$ cat config.mk
export PLATFORM = sky130hd
export DESIGN_NAME = fbdiv_swallow
export DESIGN_NICKNAME = d
export VERILOG_FILES = /design/src/rtl/fbdiv_pkg.sv /design/src/rtl/fbdiv_core45.sv /design/src/rtl/fbdiv_prescaler.sv /design/src/rtl/fbdiv_swallow_ctr.sv /design/src/rtl/fbdiv_swallow.sv
export SDC_FILE = /design/constraint.sdc
export NUM_CORES = 1
export LEC_CHECK = 0
export CAP_MARGIN = 25
export CELL_PAD_IN_SITES_DETAIL_PLACEMENT = 1
export CELL_PAD_IN_SITES_GLOBAL_PLACEMENT = 1
export CORE_AREA = 2 2 105 87
export CTS_CLUSTER_DIAMETER = 30
export DETAILED_ROUTE_END_ITERATION = 10
export DIE_AREA = 0 0 107 89
export DONT_BUFFER_PORTS = 1
export PLACE_DENSITY = 0.71
export SETUP_SLACK_MARGIN = 0.02
export SYNTH_ARGS = -nofsm -noshare
export SYNTH_HDL_FRONTEND = slang
export SYNTH_SLANG_ARGS = --single-unit
$ cat constraint.sdc
create_clock -name clk -period 2.6 [get_ports clk]
set_clock_uncertainty 0.1 [all_clocks]
set_input_delay 0.13 -clock clk [delete_from_list [all_inputs] [get_ports clk]]
set_output_delay 0.13 -clock clk [all_outputs]
set_load 0.005 [all_outputs]
$ cat src/rtl/fbdiv_pkg.sv
package fbdiv_pkg;

    localparam int A_W        = 5;
    localparam int B_W        = 13;
    localparam int B_MIN      = 3;
    localparam int CORE_W     = 3;
    localparam int EXT_W      = 3;
    localparam int EXT_STG_LO = 1;
    localparam int EXT_STG_HI = 3;
    localparam int CORE_BASE  = 4;
    localparam int P_LO       = CORE_BASE << EXT_STG_LO;
    localparam int P_HI       = CORE_BASE << EXT_STG_HI;
    localparam int LEN_W      = 20;

    typedef enum logic {
        PSEL_8_9   = 1'b0,
        PSEL_32_33 = 1'b1
    } psel_e;

    typedef struct packed {
        psel_e          psel;
        logic [A_W-1:0] a;
        logic [B_W-1:0] b;
    } div_cfg_t;

    function automatic logic [EXT_W-1:0] ext_last(psel_e p);
        return (p == PSEL_32_33) ? EXT_W'((1 << EXT_STG_HI) - 1)
                                 : EXT_W'((1 << EXT_STG_LO) - 1);
    endfunction

    function automatic logic cfg_ok(div_cfg_t c);
        return (c.b >= B_W'(B_MIN)) && (B_W'(c.a) <= c.b);
    endfunction

    function automatic logic [LEN_W-1:0] frame_len(div_cfg_t c);
        logic [LEN_W-1:0] p;
        p = (c.psel == PSEL_32_33) ? LEN_W'(P_HI) : LEN_W'(P_LO);
        return p * LEN_W'(c.b) + LEN_W'(c.a);
    endfunction

endpackage

$ cat src/rtl/fbdiv_core45.sv
module fbdiv_core45 import fbdiv_pkg::*; #(
    parameter int CW = CORE_W
) (
    input  logic clk,
    input  logic rst,
    input  logic five,
    output logic done
);
    localparam logic [CW-1:0] END4 = CW'(CORE_BASE - 1);
    localparam logic [CW-1:0] END5 = CW'(CORE_BASE);

    logic [CW-1:0] st_q;

    assign done = (st_q == (five ? END5 : END4));

    always_ff @(posedge clk) begin
        if (rst)       st_q <= '0;
        else if (done) st_q <= '0;
        else           st_q <= st_q + 1'b1;
    end
endmodule

$ cat src/rtl/fbdiv_prescaler.sv
module fbdiv_prescaler import fbdiv_pkg::*; #(
    parameter int EW = EXT_W
) (
    input  logic  clk,
    input  logic  rst,
    input  psel_e psel,
    input  logic  mc,
    output logic  tick
);
    logic [EW-1:0] ext_q;
    logic          at_last;
    logic          core_done;

    assign at_last = (ext_q == EW'(ext_last(psel)));
    assign tick    = core_done && at_last;

    fbdiv_core45 #(.CW(CORE_W)) u_core (
        .clk  (clk),
        .rst  (rst),
        .five (mc && at_last),
        .done (core_done)
    );

    always_ff @(posedge clk) begin
        if (rst)            ext_q <= '0;
        else if (core_done) ext_q <= at_last ? '0 : ext_q + 1'b1;
    end
endmodule

$ cat src/rtl/fbdiv_swallow_ctr.sv
module fbdiv_swallow_ctr import fbdiv_pkg::*; #(
    parameter int AW = A_W,
    parameter int BW = B_W
) (
    input  logic          clk,
    input  logic          rst,
    input  logic          tick,
    input  logic [AW-1:0] a_val,
    input  logic [BW-1:0] b_val,
    output logic          mc,
    output logic          load
);
    logic [BW-1:0] idx_q;
    logic          frame_end;

    assign frame_end = (idx_q == BW'(b_val - 1'b1));
    assign load      = tick && frame_end;
    assign mc        = (BW'(a_val) > idx_q);

    always_ff @(posedge clk) begin
        if (rst)       idx_q <= '0;
        else if (tick) idx_q <= frame_end ? '0 : idx_q + 1'b1;
    end
endmodule

$ cat src/rtl/fbdiv_swallow.sv
module fbdiv_swallow import fbdiv_pkg::*; #(
    parameter int AW = A_W,
    parameter int BW = B_W
) (
    input  logic          clk,
    input  logic          rst,
    input  logic          cfg_wr,
    input  logic          cfg_psel,
    input  logic [AW-1:0] cfg_a,
    input  logic [BW-1:0] cfg_b,
    output logic          div_pulse,
    output logic          cfg_err
);
    div_cfg_t shadow_q, shadow_d, active_q;
    logic     psc_tick, mod_ctl, frame_load, pulse_q;

    always_comb begin
        shadow_d = shadow_q;
        if (cfg_wr) begin
            shadow_d.psel = psel_e'(cfg_psel);
            shadow_d.a    = cfg_a;
            shadow_d.b    = cfg_b;
        end
    end

    // shadow keeps its contents through reset
    always_ff @(posedge clk) shadow_q <= shadow_d;

    always_ff @(posedge clk) begin
        if (rst || frame_load) active_q <= shadow_d;
    end

    fbdiv_prescaler #(.EW(EXT_W)) u_psc (
        .clk  (clk),
        .rst  (rst),
        .psel (active_q.psel),
        .mc   (mod_ctl),
        .tick (psc_tick)
    );

    fbdiv_swallow_ctr #(.AW(AW), .BW(BW)) u_ctr (
        .clk   (clk),
        .rst   (rst),
        .tick  (psc_tick),
        .a_val (active_q.a),
        .b_val (active_q.b),
        .mc    (mod_ctl),
        .load  (frame_load)
    );

    always_ff @(posedge clk) begin
        if (rst) pulse_q <= 1'b0;
        else     pulse_q <= frame_load && cfg_ok(active_q);
    end

    assign div_pulse = pulse_q;
    assign cfg_err   = !cfg_ok(active_q);
endmodule

# After elaboration in Yosys (flattened, before gate mapping)
# Cells that the tools add are included.
[totals] reg_bits=58 latchBits=0 ramBits=0 mem_bits_ro=0 inputBits=22 output_inout_bits=2 elab_cells=33 n_memories=0
[classes] addsub=4 n_mul=0 n_div=0 n_lt_le_gt_ge=3 eq_ne=3 shifts=0 mux=5 bitwise_logic=0 n_reduce_logical=8
[ops] op="19-bit 2-to-1 mux" count=1
[ops] op="13-bit by 1-bit adder with 13-bit output, second input constant" count=1
[ops] op="13-bit equality test" count=1
[ops] op="13-bit by 2-bit >= comparator with 1-bit output, second input constant" count=1
[ops] op="5-bit by 13-bit > comparator with 1-bit output" count=1
[ops] op="5-bit by 13-bit less-or-equal comparator with 1-bit output" count=1
[ops] op="13-bit 2-to-1 mux" count=1
[ops] op="13-bit by 1-bit subtractor with 13-bit output, second input constant" count=1
[ops] op="3-bit 2-to-1 mux" count=3
[ops] op="3-bit by 1-bit adder with 3-bit output, second input constant" count=2
[ops] op="3-bit equality test" count=2
[ops] op="1-bit logical AND" count=5
[ops] op="2-bit OR reduction" count=1
[ops] op="1-bit logical NOT" count=1
[ops] op="1-bit logical OR" count=1

# Depth between registers and ports, before layout
# Gate-level depths: netlist (run 1).
[logic_depth] ltp_word=8 ltp_mapped=11 mapped_depth_nobuf=9

# By module
# From an unflattened synthesis (run 1), not the netlist that was laid out.
[hier_totals] hier_cells=260 area_unflattened_um2=2890.3
[by_module_without_submodules] module="fbdiv_swallow" n_inst=1 cells_per_inst=85 area_each_um2=1403.8 seq_area_each_um2=970.9
[by_module_without_submodules] module="fbdiv_swallow_ctr" n_inst=1 cells_per_inst=144 area_each_um2=1184.9 seq_area_each_um2=260.2
[by_module_without_submodules] module="fbdiv_core45" n_inst=1 cells_per_inst=14 area_each_um2=151.4 seq_area_each_um2=60.1
[by_module_without_submodules] module="fbdiv_prescaler" n_inst=1 cells_per_inst=17 area_each_um2=150.1 seq_area_each_um2=60.1

# Worst setup path after synthesis (run 1)
# OpenSTA, ideal clock, no wires.
[synth_timing] path_kind="reg-to-reg" startpoint="register active_q[0] (netlist name)" endpoint="register active_q[0] (netlist name) (enable)" setup_time_ns=0.306 arrival_time_ns=2.266 required_ns=2.194 path_slack_ns=-0.072 stages_incl_launch_ff=11 path_buffers=2 synth_period_minus_slack_ns=2.672 cell_sequence="edfxtp_1 > inv_1 > ha_1 > nor2b_1 > clkbuf_1 > a31oi_1 > o32ai_1 > a31oi_1 > a2111oi_4 > a31o_4 > buf_12"
[synth_between] elab_chain_cells=4
[synth_lines] item="from (decl)" line="fbdiv_swallow.sv:14" rtl="div_cfg_t shadow_q, shadow_d, active_q;"
[synth_lines] item="from (signal assigned)" line="fbdiv_swallow.sv:30" rtl="if (rst || frame_load) active_q <= shadow_d;"
[synth_lines] item="13-bit by 1-bit subtractor with 13-bit output" line="fbdiv_swallow_ctr.sv:16" rtl="assign frame_end = (idx_q == BW'(b_val - 1'b1));"
[synth_lines] item="13-bit equality test" line="fbdiv_swallow_ctr.sv:16"
[synth_lines] item="1-bit logical AND" line="fbdiv_swallow_ctr.sv:17" rtl="assign load = tick && frame_end;"
[synth_lines] item="1-bit logical OR" line="fbdiv_swallow.sv:30"
# No other way between the ends.
# A chain may end at the register's enable or synchronous reset.

# Worst setup path after layout (run 1)
[layout_timing] startpoint="register active_q[0] (netlist name)" endpoint="register active_q[9] (netlist name) (enable)"
# The elaborated chain is that of the path after synthesis.

==> results.tsv, run 1 <==
stage	metric	value	unit
run_status	status	complete, no violations	
route	ant_nets	0	
grt	overflow	0	
clocking	clkTransAtPathRegs	0.07	ns
synthesis	ys_ff_latch	58	
floorplan	die_h	89	µm
setup_path	crit_path_start_kind	flop	
power	seq_power_share	47.6	%
clocking	numCtsBuffers	9	
setup_path	critPathCaptureType	flop	
synthesis	synth_flop_cell	dfxtp_1	
finish	area_growth	39.8	%
synthesis	synth_simple_gate_area_share	17.4	%
timing	period_needed	2.60	ns
timing	rsz0062_at_grt	yes	
synthesis	yosysSeqAreaShare	47.0	%
finish	multiInputGateArea	1560	µm²
synthesis	synth_top_cells_by_area	dfxtp_1 27%, edfxtp_1 20%, mux2_2 7.8%	
finish	n_antenna_cell	0	
timing	timing.fmax	385	MHz
route	drt_first_pass_iters	4	
finish	finalInstanceArea	4020	µm²
setup_path	worstPathRequired	2.54	ns
floorplan	start_util	34.3	%
floorplan	core_area	8370	µm²
synthesis	synth_top_area_cell	dfxtp_1	
synthesis	synth_area	2880	µm²
timing	setup_viol	0	
synthesis	async_flop_share	0	%
route	vias	2269	
power	intPower	1.65	mW
setup_path	cp_data_arrival_time	2.54	ns
timing	drv_slew	0	
finish	nFillCells	897	
route	wl_per_cell	16.8	µm
floorplan	ios	24	
power	switching_power	0.550	mW
finish	drive_gt1_share	31.6	%
synthesis	synth.top_cell.area_share	27.2	%
grt	grt_max_degree	20	
run	cap_violations	0	
synthesis	synth_compound_area_share	8.49	%
synthesis	yosys_warnings	0	
synthesis	synth_top_family_by_area	simple AND/OR/NAND/NOR gates	
floorplan	rows	30	
clocking	clkSinkCount	58	
floorplan	die_area	9520	µm²
timing	setup_slack	0.000226	ns
timing	worst_slew_pin_slew	0.575	ns
clocking	cts_max_path_buffers	2	
place	dpl.hpwl	4860	µm
synthesis	syn_avg_cell_area	11.2	µm²
clocking	h-tree-depth	3	
timing	hold_violations	0	
power	finalPower	2.20	mW
finish	register_area	1350	µm²
synthesis	yosysUniqueCellTypes	51	
synthesis	synth.area.mux_share	8.66	%
grt	track_usage	16.8	%
setup_path	critical_path_class	reg -> reg	
worst_hold_path	holdCritPathClass	in -> reg	
setup_path	cp_max_fo	8	
synthesis	synth_fa_ha_area_share	6.53	%
place	portBuffers	0	
place	placed_area	3150	µm²
route	drt_iter0_markers	107	
grt	grt_pass1_wl	12200	µm
grt	grt_pass1_vias	2341	
synthesis	synth_edf_count	19	
power	p_clk_share	36.6	%
synthesis	synth_xor_area_share	8.83	%
floorplan	die_width	107	µm
power	vdd_drop_max	0.000451	V
power	p_sw_share	25.0	%
power	power.leakage	1.51	nW
timing	holdWs	0.0487	ns
route	routed_wl	7610	µm
grt	antenna_found_initial	0	
finish	nets	374	
power	combPwrFrac	15.8	%
clocking	clkLatencyLatePin	0.34	ns
finish	post-route-util	48.0	%
clocking	cts_tree	done	
synthesis	postSynthCellCount	257	
route	post_drt_via_cell_ratio	5.00	
power	powerDensity	547	nW/µm²
timing	min_period_over_period	100	%
synthesis	syn_nets	294	
timing	slew_headroom	61.3	%
route	drc_errors	0	
clocking	root_buffer	clkbuf_8	
place	gp_congestion	0.830	
place	dp_slack	-0.0728	ns
## layer usage
layer	up-vias	GRT usage (%)	wire (µm)
met5	-	0	0
met4	0	4.37	144
met3	14	3.94	244
met2	37	30.2	3990
met1	1134	20.5	3230
li1	1084	-	-
## placed cells by master (no fill, tap or decap), types with 9 or more instances in the layout
cell type | netlist | routed
inv_1 | 12 | 10
dfxtp_1 | 39 | 38
xor2_1 | 11 | 9
nand2_1 | 11 | 11
mux2_2 | 20 | 20
buf_4 | 0 | 23
nand3_1 | 12 | 12
ha_1 | 15 | 14
edfxtp_1 | 19 | 19
dlygate4sd3_1 | 0 | 39
nor2_1 | 17 | 16
clkbuf_8 | 0 | 9
xnor2_1 | 18 | 18
## repair_timing
action / CTS / global route
endpoints found under the hold margin: 45 / 0
gates cloned: 1 / 0
hold buffers: 39 / 0
setup buffers: 10 / 8
resized for setup: 19 / 25
pin swaps: 11 / 17
endpoints found under the setup margin: 32 / 32
## worst paths after layout
path	from	to	slack, ns	cells past startpoint
worst max-delay path	active_q[0]	active_q[9]	0.0002	8
worst max register to register	active_q[0]	active_q[9]	0.0002	8
worst min-delay path	rst	u_ctr.idx_q[6]	0.05	3
worst min register to register	u_psc.u_core.st_q[0]	u_psc.u_core.st_q[0]	0.37	1
## cell usage after synthesis (all sizes together) (3+ instances only)
cell and number:
xnor2 18, o211ai 3, mux2 20, and3 5, dfxtp 39, inv 12, o21ai 4, nor4 4
nand4 8, or3 3, nand2 11, ha 15, edfxtp 19, xor2 11, nand3 12, buf 3
a21oi 7, nor2 27
## through the flow
step | setup TNS [ns] | std cells
floorplan | 0 | 257
global placement | 0 | 384
detailed placement | -1.25 | 384
CTS | -0.309 | 448
global route | -1.43 | 454
finish | 0 | 454
## area by class of cell
type                            instances  share of cell area, %
Clock buffer                            9                   3.08
Inverter                               12                   1.12
Sequential cell                        58                   33.7
Multi-Input combinational cell        182                   38.9
Timing Repair Buffer                   74                   18.0
Clock inverter                          7                   1.74
Tap cell                              112                   3.49
## worst max-delay path, cell delays in order (launching register included)
cell      delay, ns
edfxtp_1       0.42
buf_6          0.14
or4_4          0.57
nor2_4         0.12
nand2_1        0.06
o211a_1        0.23
o31ai_4        0.27
a31o_4         0.24
buf_8          0.15
## logic make-up (layout without fill, tap and decap cells)
| logic type | count (synthesis) | in the layout |
|---|---|---|
| AND/OR/NAND/NOR | 86 | 86 |
| buffers and inverters | 17 | 102 |
| AO/OA/AOI/OAI | 30 | 30 |
| adder cells (fa/ha/maj) | 15 | 15 |
| XOR/XNOR | 29 | 29 |
| multiplexers | 22 | 22 |
| flip-flops | 58 | 58 |
## power groups by stage
stage / logic [mW] / registers (mW) / clock network (mW)
6_report: 0.347 / 1.05 / 0.805
3_3_place_gp: 0.208 / 1.06 / 0
4_1_cts: 0.318 / 1.05 / 0.827
5_1_grt: 0.377 / 1.05 / 0.871
3_5_place_dp: 0.218 / 1.07 / 0
2_1_floorplan: 0.159 / 1.06 / 0
## registers in the layout, summed over array words and instances (netlist names)
signal             count
u_ctr.idx_q           13
shadow_q              19
u_psc.u_core.st_q      3
u_psc.ext_q            3
div_pulse              1
active_q              19
(Power assumes the default switching activity.)
==> inputs of run 2 (changes only) <==
Settings changed: MAX_ROUTING_LAYER set to met4.
==> results.tsv, run 2 (synthesis gave the netlist of run 1 again) <==
stage	metric	value	unit	change
setup_path	worstPathRequired	2.54	ns	about the same
worst_hold_path	min-delay-start	rst		
clocking	numCtsBuffers	9		unchanged
finish	n_antenna_cell	0		unchanged
timing	hold_violations	0		unchanged
route	ant_nets	0		unchanged
timing	rsz0062_at_grt	yes		
finish	layout_common_cells	39 x dlygate4sd3_1, 38 x dfxtp_1, 23 x buf_4		
clocking	cts_max_path_buffers	2		unchanged
route	drt_iter0_markers	81		-24%
run	cap_violations	0		unchanged
floorplan	die_width	107	µm	unchanged
setup_path	critPathLaunch	active_q[0]		
clocking	clkSinkCount	58		unchanged
route	post_drt_via_cell_ratio	4.96		-0.66%
finish	area_growth	39.8	%	unchanged
worst_hold_path	holdCritPathClass	in -> reg		
power	power.leakage	1.51	nW	unchanged
clocking	h-tree-depth	3		unchanged
timing	holdWs	0.0475	ns	-0.00115 ns
timing	tns	0	ns	unchanged
setup_path	critical_path_class	reg -> reg		
timing	timing.fmax	385	MHz	+0.17%
grt	grt_pass1_wl	12200	µm	about the same
route	vias	2254		-0.66%
route	drt_first_pass_iters	4		unchanged
route	routed_wl	7560	µm	-0.64%
timing	period_needed	2.60	ns	-0.00441 ns
grt	antenna_found_initial	0		unchanged
setup_path	cp_max_fo	8		unchanged
place	portBuffers	0		unchanged
place	dpl.hpwl	4860	µm	unchanged
run_status	status	complete, no violations		
finish	post-route-util	48.0	%	unchanged
finish	layout_commonest_cell	dlygate4sd3_1		
timing	worst_slew_pin_slew	0.586	ns	+0.0113 ns
route	drc_errors	0		unchanged
route	wl_per_cell	16.6	µm	-0.64%
grt	overflow	0		unchanged
timing	min_period_over_period	99.8	%	-0.17 points
clocking	root_buffer	clkbuf_8		
floorplan	rows	30		unchanged
floorplan	start_util	34.3	%	unchanged
floorplan	ios	24		unchanged
setup_path	critPathCaptureType	flop		
finish	top_regs	active_q: 19 flops, shadow_q: 19 flops, u_ctr.idx_q: 13 flops		
grt	track_usage	17.3	%	+0.53 points
timing	drv_slew	0		unchanged
grt	grt_pass1_vias	2343		+0.085%
clocking	clkLatencyLatePin	0.34	ns	about the same
place	gp_congestion	0.843		+1.5%
power	vdd_drop_max	0.000452	V	+0.16%
finish	drive_gt1_share	31.6	%	unchanged
setup_path	cp_data_arrival_time	2.54	ns	about the same
setup_path	crit_path_start_kind	flop		
timing	setup_viol	0		unchanged
grt	grt_max_degree	20		unchanged
finish	nets	374		unchanged
floorplan	core_area	8370	µm²	unchanged
floorplan	die_h	89	µm	unchanged
clocking	cts_tree	done		
place	dp_slack	-0.0728	ns	unchanged
floorplan	die_area	9520	µm²	unchanged
setup_path	r2r-start	active_q[0]		
timing	slew_headroom	60.5	%	-0.76 points
clocking	clkTransAtPathRegs	0.07	ns	about the same
power	powerDensity	547	nW/µm²	about the same
timing	setup_slack	0.00463	ns	+0.00441 ns
[run 2: worst max-delay path: stages (launching register included)]
cell	delay, ns
edfxtp_1	0.42
buf_6	0.14
or4_4	0.57
nor2_4	0.12
nand2_1	0.06
o211a_1	0.23
o31ai_4	0.26
a31o_4	0.24
buf_8	0.15
[run 2: metrics by stage]
step           cell area [µm²]  instances  power, mW
6_report                  4020        454       2.20
5_1_grt                   4020        454       2.30
4_1_cts                   3900        448       2.19
3_5_place_dp              3150        384       1.29
3_3_place_gp              3150        384       1.27
2_1_floorplan             2880        257       1.22
[run 2: path summary, 6_finish.rpt]
check	to	cells after the start	slack, ns
hold reg to reg	u_psc.u_core.st_q[0]	1	0.37
setup reg to reg	active_q[9]	8	0.005
hold / removal	u_ctr.idx_q[6]	3	0.05
setup / recovery	active_q[9]	8	0.005
[run 2: what timing repair did]
item                                   CTS  global route
setup endpoints to repair               32            32
pin swaps                               11            17
hold buffers                            39             0
gates resized for setup                 19            25
endpoints found under the hold margin   45             0
cloned                                   1             0
setup buffers                           10             8
[run 2: area by class of cell]
cell class,instances,area [µm²]
Fill cell,897,4350
Multi-Input combinational cell,182,1560
Sequential cell,58,1350
Timing Repair Buffer,74,723
Tap cell,112,140
Clock buffer,9,124
Clock inverter,7,70.1
Inverter,12,45.0
[run 2: per-layer routing]
layer	vias up	wire, µm	track usage [%]
li1	1081	-	-
met1	1115	3190	20.6
met2	43	3960	30.2
met3	15	263	3.79
met4	0	146	4.37
met5	-	0	-
[run 2: where the power goes]
part	leakage [nW]	switching, mW	internal [mW]
Sequential	0.509	0.0414	1.01
Clock	0.0889	0.367	0.438
Combinational	0.915	0.141	0.205
==> inputs of run 3 (changes only) <==
Settings changed: CTS_CLUSTER_SIZE set to 40, HOLD_SLACK_MARGIN set to 0.12, RECOVER_POWER set to 50.
==> results.tsv, run 3 (synthesis gave the netlist of run 1 again) <==
stage	metric	value	unit	change
setup_path	r2r-end	active_q[9]		
setup_path	cpPeakStageDelay	0.57	ns	about the same
timing	drv_slew	0		unchanged
run_status	status	complete, no violations		
clocking	clkTransAtPathRegs	0.07	ns	about the same
grt	grt_pass1_wl	12100	µm	-0.28%
power	power.leakage	1.51	nW	unchanged
worst_hold_path	hold_end	u_psc.u_core.st_q[0]		
grt	overflow	0		unchanged
power	vdd_drop_max	0.000452	V	about the same
route	drt_iter0_markers	82		+1.2%
route	ant_nets	0		unchanged
timing	timing.fmax	385	MHz	about the same
setup_path	r2r-start	active_q[0]		
clocking	cts_tree	done		
clocking	clkLatencyLatePin	0.34	ns	about the same
finish	stdcell_count	454		unchanged
clocking	root_buffer	clkbuf_8		
route	wl_met2	3930	µm	-0.76%
finish	n_antenna_cell	0		unchanged
worst_hold_path	holdCritPathClass	reg -> reg		
finish	area_growth	39.8	%	unchanged
route	drt_first_pass_iters	4		unchanged
setup_path	critPathCaptureType	flop		
route	top_layer_used	met4		
power	powerDensity	547	nW/µm²	about the same
grt	grt_max_degree	20		unchanged
setup_path	cp_top_family	simple AND/OR/NAND/NOR gates		
place	dp_cells	384		unchanged
place	portBuffers	0		unchanged
clocking	numCtsBuffers	9		unchanged
finish	nets	374		unchanged
route	vias	2253		-0.044%
floorplan	die_width	107	µm	unchanged
finish	layout_common_cells	39 x dlygate4sd3_1, 38 x dfxtp_1, 23 x buf_4		
floorplan	start_util	34.3	%	unchanged
run	cap_violations	0		unchanged
grt	antenna_found_initial	0		unchanged
timing	period_needed	2.59	ns	-0.000627 ns
grt	track_usage	17.2	%	-0.081 points
timing	setup_viol	0		unchanged
worst_hold_path	min-delay-start	u_psc.u_core.st_q[0]		
setup_path	cp_max_fo	8		unchanged
place	dp_slack	-0.0728	ns	unchanged
timing	worst_slew_pin_slew	0.570	ns	-0.0167 ns
floorplan	die_h	89	µm	unchanged
route	routed_wl	7490	µm	-0.83%
finish	finalInstanceArea	4020	µm²	unchanged
route	drc_errors	0		unchanged
route	post_drt_via_cell_ratio	4.96		about the same
timing	tns	0	ns	unchanged
route	wirelength_met1	3220	µm	+0.94%
route	wl_per_cell	16.5	µm	-0.83%
setup_path	cp_slowest_cell	or4_4		
finish	drive_gt1_share	31.6	%	unchanged
finish	layout_commonest_cell	dlygate4sd3_1		
clocking	clkSinkCount	58		unchanged
floorplan	die_area	9520	µm²	unchanged
timing	holdWs	0.367	ns	+0.319 ns
floorplan	ios	24		unchanged
setup_path	cp_data_arrival_time	2.54	ns	about the same
setup_path	crit_buf_inv	2		unchanged
setup_path	cp.depth	8		unchanged
setup_path	r2r_cells	8		unchanged
clocking	h-tree-depth	3		unchanged
setup_path	path_cells	buf_6, or4_4, nor2_4, nand2_1, o211a_1, o31ai_4, a31o_4, buf_8		
timing	hold_violations	0		unchanged
worst_hold_path	min_delay_path_depth	1		-2
timing	min_period_over_period	99.8	%	about the same
place	placed_area	3150	µm²	unchanged
setup_path	crit_path_start_kind	flop		
floorplan	core_area	8370	µm²	unchanged
setup_path	worstPathRequired	2.54	ns	about the same
route	wl_met3	199	µm	-24%
grt	grt_pass1_vias	2342		-0.043%
floorplan	rows	30		unchanged
power	finalPower	2.20	mW	about the same
clocking	cts_max_path_buffers	2		unchanged
setup_path	critical_path_class	reg -> reg		
timing	rsz0062_at_grt	yes		
finish	post-route-util	48.0	%	unchanged
setup_path	rrSetupSlack	0.005	ns	about the same
finish	top_regs	active_q: 19 flops, shadow_q: 19 flops, u_ctr.idx_q: 13 flops		
timing	setup_slack	0.00526	ns	+0.000627 ns
place	gp_congestion	0.843		unchanged
place	dpl.hpwl	4860	µm	unchanged
timing	slew_headroom	61.7	%	+1.1 points
## run 3: cell counts in the layout (fill, tap and decap cells not counted)
Identical to the previous run, type by type.
## run 3: where the power goes
part	switching, mW	internal (mW)
clock	0.366	0.438
sequential	0.0414	1.01
combinational	0.141	0.205
total	0.549	1.65
## run 3: repair_timing
action	4_1_cts	5_1_grt
endpoints found under the hold margin	58	0
buffers inserted	10	8
gates cloned	1	0
resized for setup	19	25
hold buffers	39	0
setup endpoints to repair	32	33
pin swaps	11	17
## run 3: worst max path at each step
stage	startpoint	to	slack [ns]
floorplan	active_q[0]	active_q[0]	0.03
detailed placement	active_q[1]	u_ctr.idx_q[7]	-0.07
CTS	active_q[1]	active_q[9]	-0.02
global placement	active_q[0]	active_q[0]	0.06
finish	active_q[0]	active_q[9]	0.005
global route	active_q[9]	active_q[9]	-0.07
## run 3: routing by layer
layer  GRT usage, %  up-vias
met5              -        -
met4           4.37        0
li1               -     1081
met3           3.79       15
met1           20.5     1122
met2           30.1       35
## run 3: worst register-to-register path, stage by stage, from the launching register on
cell      delay, ns
edfxtp_1       0.42
buf_6          0.14
or4_4          0.57
nor2_4         0.12
nand2_1        0.06
o211a_1        0.23
o31ai_4        0.26
a31o_4         0.24
buf_8          0.15
## run 3: cell type report
class	instances	area (µm²)
flip-flops and latches	58	1350
repair buffers	74	723
fillers	897	4350
well taps	112	140
clock buffers	9	124
clock inverters	7	70.1
multi-input cells	182	1560
inverters	12	45.0
